$ cat src/rtl/dio_pkg.sv
package dio_pkg;
  typedef enum logic [1:0] {
    WR_NONE     = 2'd0,
    WR_SET      = 2'd1,
    WR_CLR      = 2'd2,
    WR_CONFLICT = 2'd3
  } wr_op_e;

  function automatic wr_op_e decode_wr(input logic set, input logic clr);
    case ({clr, set})
      2'b01:   return WR_SET;
      2'b10:   return WR_CLR;
      2'b11:   return WR_CONFLICT;
      default: return WR_NONE;
    endcase
  endfunction
endpackage

$ cat src/rtl/dio_addr_sel.sv
module dio_addr_sel #(
  parameter int N_BITS   = 16,
  parameter int DIRECT_N = 4,
  localparam int AW = $clog2(N_BITS),
  localparam int DW = (DIRECT_N > 1) ? $clog2(DIRECT_N) : 1
) (
  input  logic          direct_i,
  input  logic [AW-1:0] idx_i,
  input  logic [DW-1:0] opnd_i,
  output logic [AW-1:0] addr_o,
  output logic [N_BITS-1:0] sel_o
);
  assign addr_o = direct_i ? {{(AW-DW){1'b0}}, opnd_i} : idx_i;

  for (genvar i = 0; i < N_BITS; i++) begin : g_sel
    assign sel_o[i] = (addr_o == AW'(i));
  end
endmodule

$ cat src/rtl/dio_latch_bank.sv
module dio_latch_bank
  import dio_pkg::*;
#(
  parameter int N_BITS = 16
) (
  input  logic              clk_i,
  input  logic              rst_ni,
  input  logic [N_BITS-1:0] sel_i,
  input  wr_op_e            wr_i,
  output logic [N_BITS-1:0] latch_o
);
  for (genvar i = 0; i < N_BITS; i++) begin : g_bit
    always_ff @(posedge clk_i or negedge rst_ni) begin
      if (!rst_ni)                         latch_o[i] <= 1'b1;
      else if (sel_i[i] && wr_i == WR_SET) latch_o[i] <= 1'b1;
      else if (sel_i[i] && wr_i == WR_CLR) latch_o[i] <= 1'b0;
    end
  end

  a_r3_set_lands: assert property (@(posedge clk_i) disable iff (!rst_ni)
    wr_i == WR_SET |=> ((latch_o & $past(sel_i)) == $past(sel_i)));

  a_r4_clr_lands: assert property (@(posedge clk_i) disable iff (!rst_ni)
    wr_i == WR_CLR |=> ((latch_o & $past(sel_i)) == '0));

  a_r5_others_kept: assert property (@(posedge clk_i) disable iff (!rst_ni)
    1'b1 |=> (((latch_o ^ $past(latch_o)) & ~$past(sel_i)) == '0));

  a_r6_conflict_hold: assert property (@(posedge clk_i) disable iff (!rst_ni)
    wr_i == WR_CONFLICT |=> $stable(latch_o));
endmodule

$ cat src/rtl/dio_test_mux.sv
module dio_test_mux #(
  parameter int N_BITS = 16,
  localparam int AW = $clog2(N_BITS)
) (
  input  logic              test_i,
  input  logic [AW-1:0]     addr_i,
  input  logic [N_BITS-1:0] latch_i,
  input  logic [N_BITS-1:0] pin_i,
  output logic              test_o
);
  // pad level is latch wired-AND external drive
  logic [N_BITS-1:0] pad_lvl;
  assign pad_lvl = latch_i & pin_i;
  assign test_o  = test_i & pad_lvl[addr_i];
endmodule

$ cat src/rtl/dio_bank.sv
module dio_bank
  import dio_pkg::*;
#(
  parameter int N_BITS   = 16,
  parameter int DIRECT_N = 4,
  localparam int AW = $clog2(N_BITS),
  localparam int DW = (DIRECT_N > 1) ? $clog2(DIRECT_N) : 1
) (
  input  logic              clk_i,
  input  logic              rst_ni,
  input  logic              set_i,
  input  logic              clr_i,
  input  logic              test_i,
  input  logic              direct_i,
  input  logic [AW-1:0]     idx_i,
  input  logic [DW-1:0]     opnd_i,
  input  logic [N_BITS-1:0] pin_i,
  output logic [N_BITS-1:0] latch_o,
  output logic              test_o,
  output logic              err_o
);
  logic [AW-1:0]     addr;
  logic [N_BITS-1:0] sel;
  wr_op_e            wr;

  assign wr = decode_wr(set_i, clr_i);

  dio_addr_sel #(.N_BITS(N_BITS), .DIRECT_N(DIRECT_N)) u_addr (
    .direct_i(direct_i),
    .idx_i   (idx_i),
    .opnd_i  (opnd_i),
    .addr_o  (addr),
    .sel_o   (sel)
  );

  dio_latch_bank #(.N_BITS(N_BITS)) u_bank (
    .clk_i  (clk_i),
    .rst_ni (rst_ni),
    .sel_i  (sel),
    .wr_i   (wr),
    .latch_o(latch_o)
  );

  dio_test_mux #(.N_BITS(N_BITS)) u_test (
    .test_i (test_i),
    .addr_i (addr),
    .latch_i(latch_o),
    .pin_i  (pin_i),
    .test_o (test_o)
  );

  always_ff @(posedge clk_i or negedge rst_ni) begin
    if (!rst_ni) err_o <= 1'b0;
    else         err_o <= (wr == WR_CONFLICT);
  end

  a_r7_err_follows: assert property (@(posedge clk_i) disable iff (!rst_ni)
    (set_i && clr_i) |=> err_o);

  a_r7_err_quiet: assert property (@(posedge clk_i) disable iff (!rst_ni)
    !(set_i && clr_i) |=> !err_o);

  a_r8_test_idle: assert property (@(posedge clk_i) disable iff (!rst_ni)
    !test_i |-> !test_o);

  a_r2_direct_range: assert property (@(posedge clk_i) disable iff (!rst_ni)
    direct_i |-> ($countones(sel) == 1 && sel[N_BITS-1:DIRECT_N] == '0));
endmodule

$ cat config.mk
export PLATFORM = sky130hd
export DESIGN_NAME = dio_bank
export DESIGN_NICKNAME = d
export VERILOG_FILES = /design/src/rtl/dio_pkg.sv /design/src/rtl/dio_addr_sel.sv /design/src/rtl/dio_latch_bank.sv /design/src/rtl/dio_test_mux.sv /design/src/rtl/dio_bank.sv
export SDC_FILE = /design/constraint.sdc
export NUM_CORES = 1
export LEC_CHECK = 0
export BUFFER_PORTS_ARGS = -buffer_cell sky130_fd_sc_hd__buf_2
export CAP_MARGIN = 0
export CORE_MARGIN = 2
export CORE_UTILIZATION = 51
export CTS_CLUSTER_DIAMETER = 50
export DETAILED_ROUTE_END_ITERATION = 10
export GPL_TIMING_DRIVEN = 0
export PLACE_DENSITY = 0.84
export SLEW_MARGIN = 20
export SYNTH_ARGS = -nofsm -noshare
export SYNTH_HDL_FRONTEND = slang
export SYNTH_SLANG_ARGS = --single-unit
export TNS_END_PERCENT = 5
$ cat constraint.sdc
create_clock -name clk_i -period 4.4 [get_ports clk_i]
set_clock_uncertainty 0.2 [all_clocks]
set_input_delay 0.88 -clock clk_i [delete_from_list [all_inputs] [get_ports clk_i]]
set_output_delay 0.88 -clock clk_i [all_outputs]
set_load 0.02 [all_outputs]
==> run_results.csv, run 1 <==
group,metric,value,unit
run_status,status,"complete, no violations",
worst_setup_path,critical_path_class,"in -> out",
route,drc_errors,0,
clock_network,cts_tree,"built",
logic_synthesis,yosys-top-cells-area,"dfstp_2 (38%), o21ai_0 (13%), a21oi_1 (8.7%), nand2_1 (3.4%), dfrtp_1 (2.3%)",
grt,grt_pass1_wl,5280,µm
sta,grt_setup_unrepaired,"false",
worst_setup_path,crit_cells,7,
logic_synthesis,ys_seq_area_share,40.5,%
clock_network,post_cts_buffers,0,
clock_network,insertion_delay,0.30,ns
placement,dp.cells,194,
clock_network,htreeDepth,1,
logic_synthesis,synth_top_area_share,38.3,%
worst_setup_path,startpoint_type,"input pin",
sta,final.setup.worst_slack,0.843,ns
sta,max_freq,281,MHz
clock_network,cts-buffers-inserted,3,
die,initial_core_util,54.9,%
logic_synthesis,synth_common_cells,"o21ai_0 (28), a21oi_1 (19), dfstp_2 (16)",
worst_setup_path,cp_top_family,"compound AO/OA/AOI/OAI gates",
worst_setup_path,path_common_cell,"buf_2",
worst_setup_path,cp-end-kind,"output pin",
grt,grt_use_total,27.6,%
die,die_h,50.4,µm
run,maxCapViolCount,0,
layout,fin_util,68.9,%
worst_setup_path,max_stage_delay,0.68,ns
logic_synthesis,syn_nets,151,
clock_network,cts_resized,0,
sta,slew_violations,0,
clock_network,cts_buffer_depth,2,
logic_synthesis,yosysMostFrequentCell,"o21ai_0",
layout,num_antenna_cells,0,
sta,holdWs,0.287,ns
sta,hold_violations,0,
logic_synthesis,async_reset_ff_share,100,%
grt,grt_pass1_vias,1168,
logic_synthesis,ys_types,38,
pwr,vdd_drop_max,0.227,mV
clock_network,clock-sinks,17,
die,dieArea,0.00254,mm²
route,dr.pass1.iters,5,
route,vias_per_cell,5.92,
sta,finalSetupViolCount,0,
logic_synthesis,synth-seq-cells,17,
sta,setup_tns,0,ns
worst_setup_path,critPathBufInv,3,
placement,io_buffers,44,
clock_network,clk_pin_slew,0.10,ns
placement,hpwl,2330,µm
route,wl_per_cell,15.6,µm
logic_synthesis,yosysWarnings,0,
logic_synthesis,synth_edf_count,0,
die,die_x,50.4,µm
worst_setup_path,critPathArrivalTime,2.48,ns
die,io_pins,46,
layout,final_cell_count_no_fill,198,
sta,tightest_slew,0.754,ns
worst_setup_path,crit_path_top_delay_cell,"o32ai_1",
route,ant_nets,0,
min_path,min_path_type,"in -> async",
grt,globalRouteOverflowTotal,0,
pwr,p_leak,0.000576,µW
logic_synthesis,syn_inst,123,
die,placementRows,16,
clock_network,cts_hold_buf,0,
logic_synthesis,synth_top_cell_by_area,"dfstp_2",
grt,antenna_found_initial,0,
sta,fin_crit_sh,80.8,%
placement,dpl_worst_slack,0.902,ns
route,vias,1172,
route,wl,3100,µm
logic_synthesis,synth_area_per_cell,8.93,µm²
sta,layout_min_cycle_time,3.56,ns
layout,area_growth,25.6,%
pwr,power.density,276,mW/mm²
die,core-area,0.00200,mm²
worst_setup_path,cp_cell_sequence,"buf_2 -> buf_6 -> o32ai_1 -> a22o_1 -> o31ai_1 -> o2111a_1 -> buf_2",
logic_synthesis,synthesis.area,0.00110,mm²
clock_network,root_buffer,"clkbuf_4",
placement,routabilityCongestion,0.860,
worst_setup_path,reg2reg_depth,3,
logic_synthesis,ys.flop_type,"dfstp_2",
grt,grt_max_degree,18,
worst_setup_path,path_max_fanout,10,
route,drt_iter0_drc,32,
sta,slew_headroom,49.6,%
layout,nets,200,
layout,drive_above_1_share,44.4,%
worst_setup_path,cp_data_required_time,3.32,ns
-- state kept, by name (all words and copies together), names as in the netlist --
register,cells
u_bank.latch_o,16
err_o,1
-- layout by cell type, fill, tap and decap left out, drive strengths merged, types with 3 or more instances in the layout --
master  netlist  layout
nor2b         6       6
buf           2      46
a21oi        20      20
o21ai        32      32
nand3         3       3
nand2        10      10
clkbuf        2       5
dfstp        16      16
-- layer usage --
layer	part of all wire (%)	global-route usage (%)
met3	7.6	4.76
met5	0	0
met1	42	35.8
met4	1.5	9.46
met2	49	46.5
-- layout make-up --
cell class,count,area [µm²]
repair buffers,44,220
plain buffers,4,26.3
clock inverters,1,5.00
fillers,173,622
clock buffers,3,22.5
multi-input cells,100,619
flip-flops and latches,17,445
inverters,2,7.51
well taps,27,33.8
-- metrics by stage --
step / total power, µW / area, µm²
after floorplan: 249 / 1100
after global placement: 290 / 1350
after detailed placement: 293 / 1350
after CTS: 381 / 1380
after global routing: 399 / 1380
final: 381 / 1380
-- logic make-up (layout without fill, tap and decap cells) --
group / after synthesis / in the layout / share of synthesized area (%)
buf+inv: 6 / 54 / 3.08
simple gates: 31 / 31 / 17.0
flops: 17 / 17 / 40.5
mux: 2 / 2 / 3.07
compound gates: 67 / 67 / 36.3
-- path summary, 6_finish.rpt --
path / startpoint / to / slack, ns
max: direct_i / test_o / 0.84
min: rst_ni / err_o / 0.29
max reg2reg: u_bank.latch_o[15] / u_bank.latch_o[15] / 3.28
min reg2reg: u_bank.latch_o[8] / u_bank.latch_o[8] / 0.31
max in group asynchronous: rst_ni / u_bank.latch_o[4] / 3.40
min in group clk_i: u_bank.latch_o[8] / u_bank.latch_o[8] / 0.31
-- where the power goes --
| group | internal (µW) | switching (µW) |
|---|---|---|
| sequential | 177 | 8.11 |
| combinational | 40.4 | 66.4 |
| clock | 34.0 | 54.7 |
Power figures use the tool's default switching activity.
==> run 2: changes to the inputs <==
CORE_UTILIZATION = 47   (was 51)
PLACE_DENSITY = 0.79   (was 0.84)
clock period = 3.5 ns   (was 4.4 ns; I/O delays follow)
==> run 2 against run 1 <==
Final cell count grew 0.51%; non-clock buffer count unchanged; worst hold slack lost 0.16 ns; sequential share of layout area unchanged; power up 25%; sequential cell count is the same; register-to-register slack worse by 0.87 ns; critical path depth unchanged; worst setup slack got worse by 0.46 ns; utilization is 6.6 points lower; routed wire length down 0.77%; die area grew 7.8%; largest cell class unchanged.
==> run_results.csv, run 2 (synthesis results as in run 1) <==
group,metric,value,unit
run_status,status,"complete, no violations",
sta,slew_violations,0,
route,ant_nets,0,
clock_network,clk_pin_slew,0.10,ns
worst_setup_path,critical_path_class,"in -> out",
worst_setup_path,cp_cell_sequence,"buf_2 -> buf_6 -> o32ai_1 -> a22o_1 -> o31ai_1 -> o2111a_1 -> buf_2",
clock_network,clock-sinks,17,
layout,num_antenna_cells,0,
pwr,seqPwrFrac,49.0,%
grt,grt_pass1_vias,1049,
sta,holdWs,0.125,ns
placement,io_buffers,44,
sta,tightest_slew,0.656,ns
sta,grt_setup_unrepaired,"false",
worst_setup_path,path_common_cell,"buf_2",
worst_setup_path,cp-end-kind,"output pin",
pwr,p_sw_share,33.3,%
sta,layout_min_cycle_time,3.12,ns
run,maxCapViolCount,0,
worst_setup_path,startpoint_type,"input pin",
clock_network,cts_resized,0,
pwr,vdd_drop_max,0.230,mV
pwr,power.density,345,mW/mm²
layout,nets,200,
placement,routabilityCongestion,0.833,
grt,globalRouteOverflowTotal,0,
clock_network,post_cts_buffers,0,
die,die_h,52.3,µm
grt,grt_use_total,24.8,%
worst_setup_path,cp_data_required_time,2.60,ns
layout,area_growth,25.6,%
clock_network,cts_hold_buf,0,
layout,fillCellCount,216,
pwr,p_leak,0.000573,µW
clock_network,cts_tree,"built",
die,io_pins,46,
worst_setup_path,max_stage_delay,0.61,ns
clock_network,htreeDepth,1,
die,core-area,0.00221,mm²
route,vias,1175,
sta,hold_violations,0,
sta,max_freq,321,MHz
route,vias_per_cell,5.90,
placement,placed_area,0.00135,mm²
die,placementRows,17,
route,wl_per_cell,15.4,µm
pwr,p_clk_share,23.1,%
clock_network,insertion_delay,0.29,ns
worst_setup_path,path_max_fanout,10,
layout,final_cell_count_no_fill,199,
route,drc_errors,0,
sta,setup_tns,0,ns
min_path,min_path_type,"in -> async",
route,dr.pass1.iters,4,
sta,slew_headroom,56.1,%
die,dieArea,0.00274,mm²
clock_network,root_buffer,"clkbuf_4",
worst_setup_path,crit_path_top_delay_cell,"o32ai_1",
layout,mostFrequentLayoutCells,"buf_2 (44), o21ai_0 (28), a21oi_1 (19), dfstp_2 (16), nand2_1 (10)",
grt,grt_max_degree,18,
pwr,p_sw,159,µW
grt,grt_pass1_wl,4980,µm
layout,top_regs,"u_bank.latch_o x16, err_o x1",
pwr,p_int,318,µW
sta,finalSetupViolCount,0,
layout,largest_register,"u_bank.latch_o",
route,drt_iter0_drc,31,
die,initial_core_util,49.7,%
die,die_x,52.3,µm
layout,largest_reg_flops,16,
layout,final_common_cell,"buf_2",
worst_setup_path,critPathArrivalTime,2.22,ns
layout,drive_above_1_share,43.9,%
pwr,power_frac_comb,27.9,%
placement,dp.cells,195,
grt,antenna_found_initial,0,
layout,fin_area,0.00138,mm²
placement,hpwl,2280,µm
clock_network,cts_buffer_depth,2,
sta,fin_crit_sh,89.0,%
clock_network,cts-buffers-inserted,3,
route,wl,3070,µm
[run 2: power groups by stage]
stage          clock [µW]  combinational [µW]  sequential (µW)
2_1_floorplan           0                58.3              255
3_3_place_gp            0                 130              235
5_1_grt               119                 145              237
4_1_cts               111                 132              233
3_5_place_dp            0                 132              236
6_report              110                 133              233
[run 2: area by class of cell]
type | instances | area (µm²) | share of cell area (%)
Sequential cell | 17 | 445 | 32.3
Buffer | 4 | 26.3 | 1.90
Clock buffer | 4 | 26.3 | 1.90
Tap cell | 28 | 35.0 | 2.54
Inverter | 2 | 7.51 | 0.544
Timing Repair Buffer | 44 | 220 | 16.0
Multi-Input combinational cell | 100 | 619 | 44.9
[run 2: routing by layer]
metal	GRT usage, %	vias to the layer above	share of wire, %
met4	9.40	0	1.2
met2	38.8	60	47
met3	3.71	6	9.1
li1	-	559	-
met1	34.5	550	42
met5	0	-	0
[run 2: worst max-delay path: cells and delay by family]
family          cells  cell delay, ns
compound gates      4            1.07
buf+inv             3            0.43
[run 2: worst paths after layout]
path,endpoint,cells past startpoint,start,slack (ns)
max,test_o,7,direct_i,0.38
min,err_o,1,rst_ni,0.12
max reg2reg,u_bank.latch_o[15],3,u_bank.latch_o[15],2.41
min reg2reg,u_bank.latch_o[11],2,u_bank.latch_o[11],0.30
max in group asynchronous,u_bank.latch_o[8],1,rst_ni,2.66
min in group clk_i,u_bank.latch_o[11],2,u_bank.latch_o[11],0.30
[run 2: metrics by stage]
stage	util [%]	setup slack (ns)	power [µW]
3_5_place_dp	61.2	0.388	368
6_report	62.4	0.384	476
4_1_cts	62.4	0.388	477
5_1_grt	62.4	0.259	501
3_3_place_gp	61.2	0.406	365
2_1_floorplan	-	0.817	313
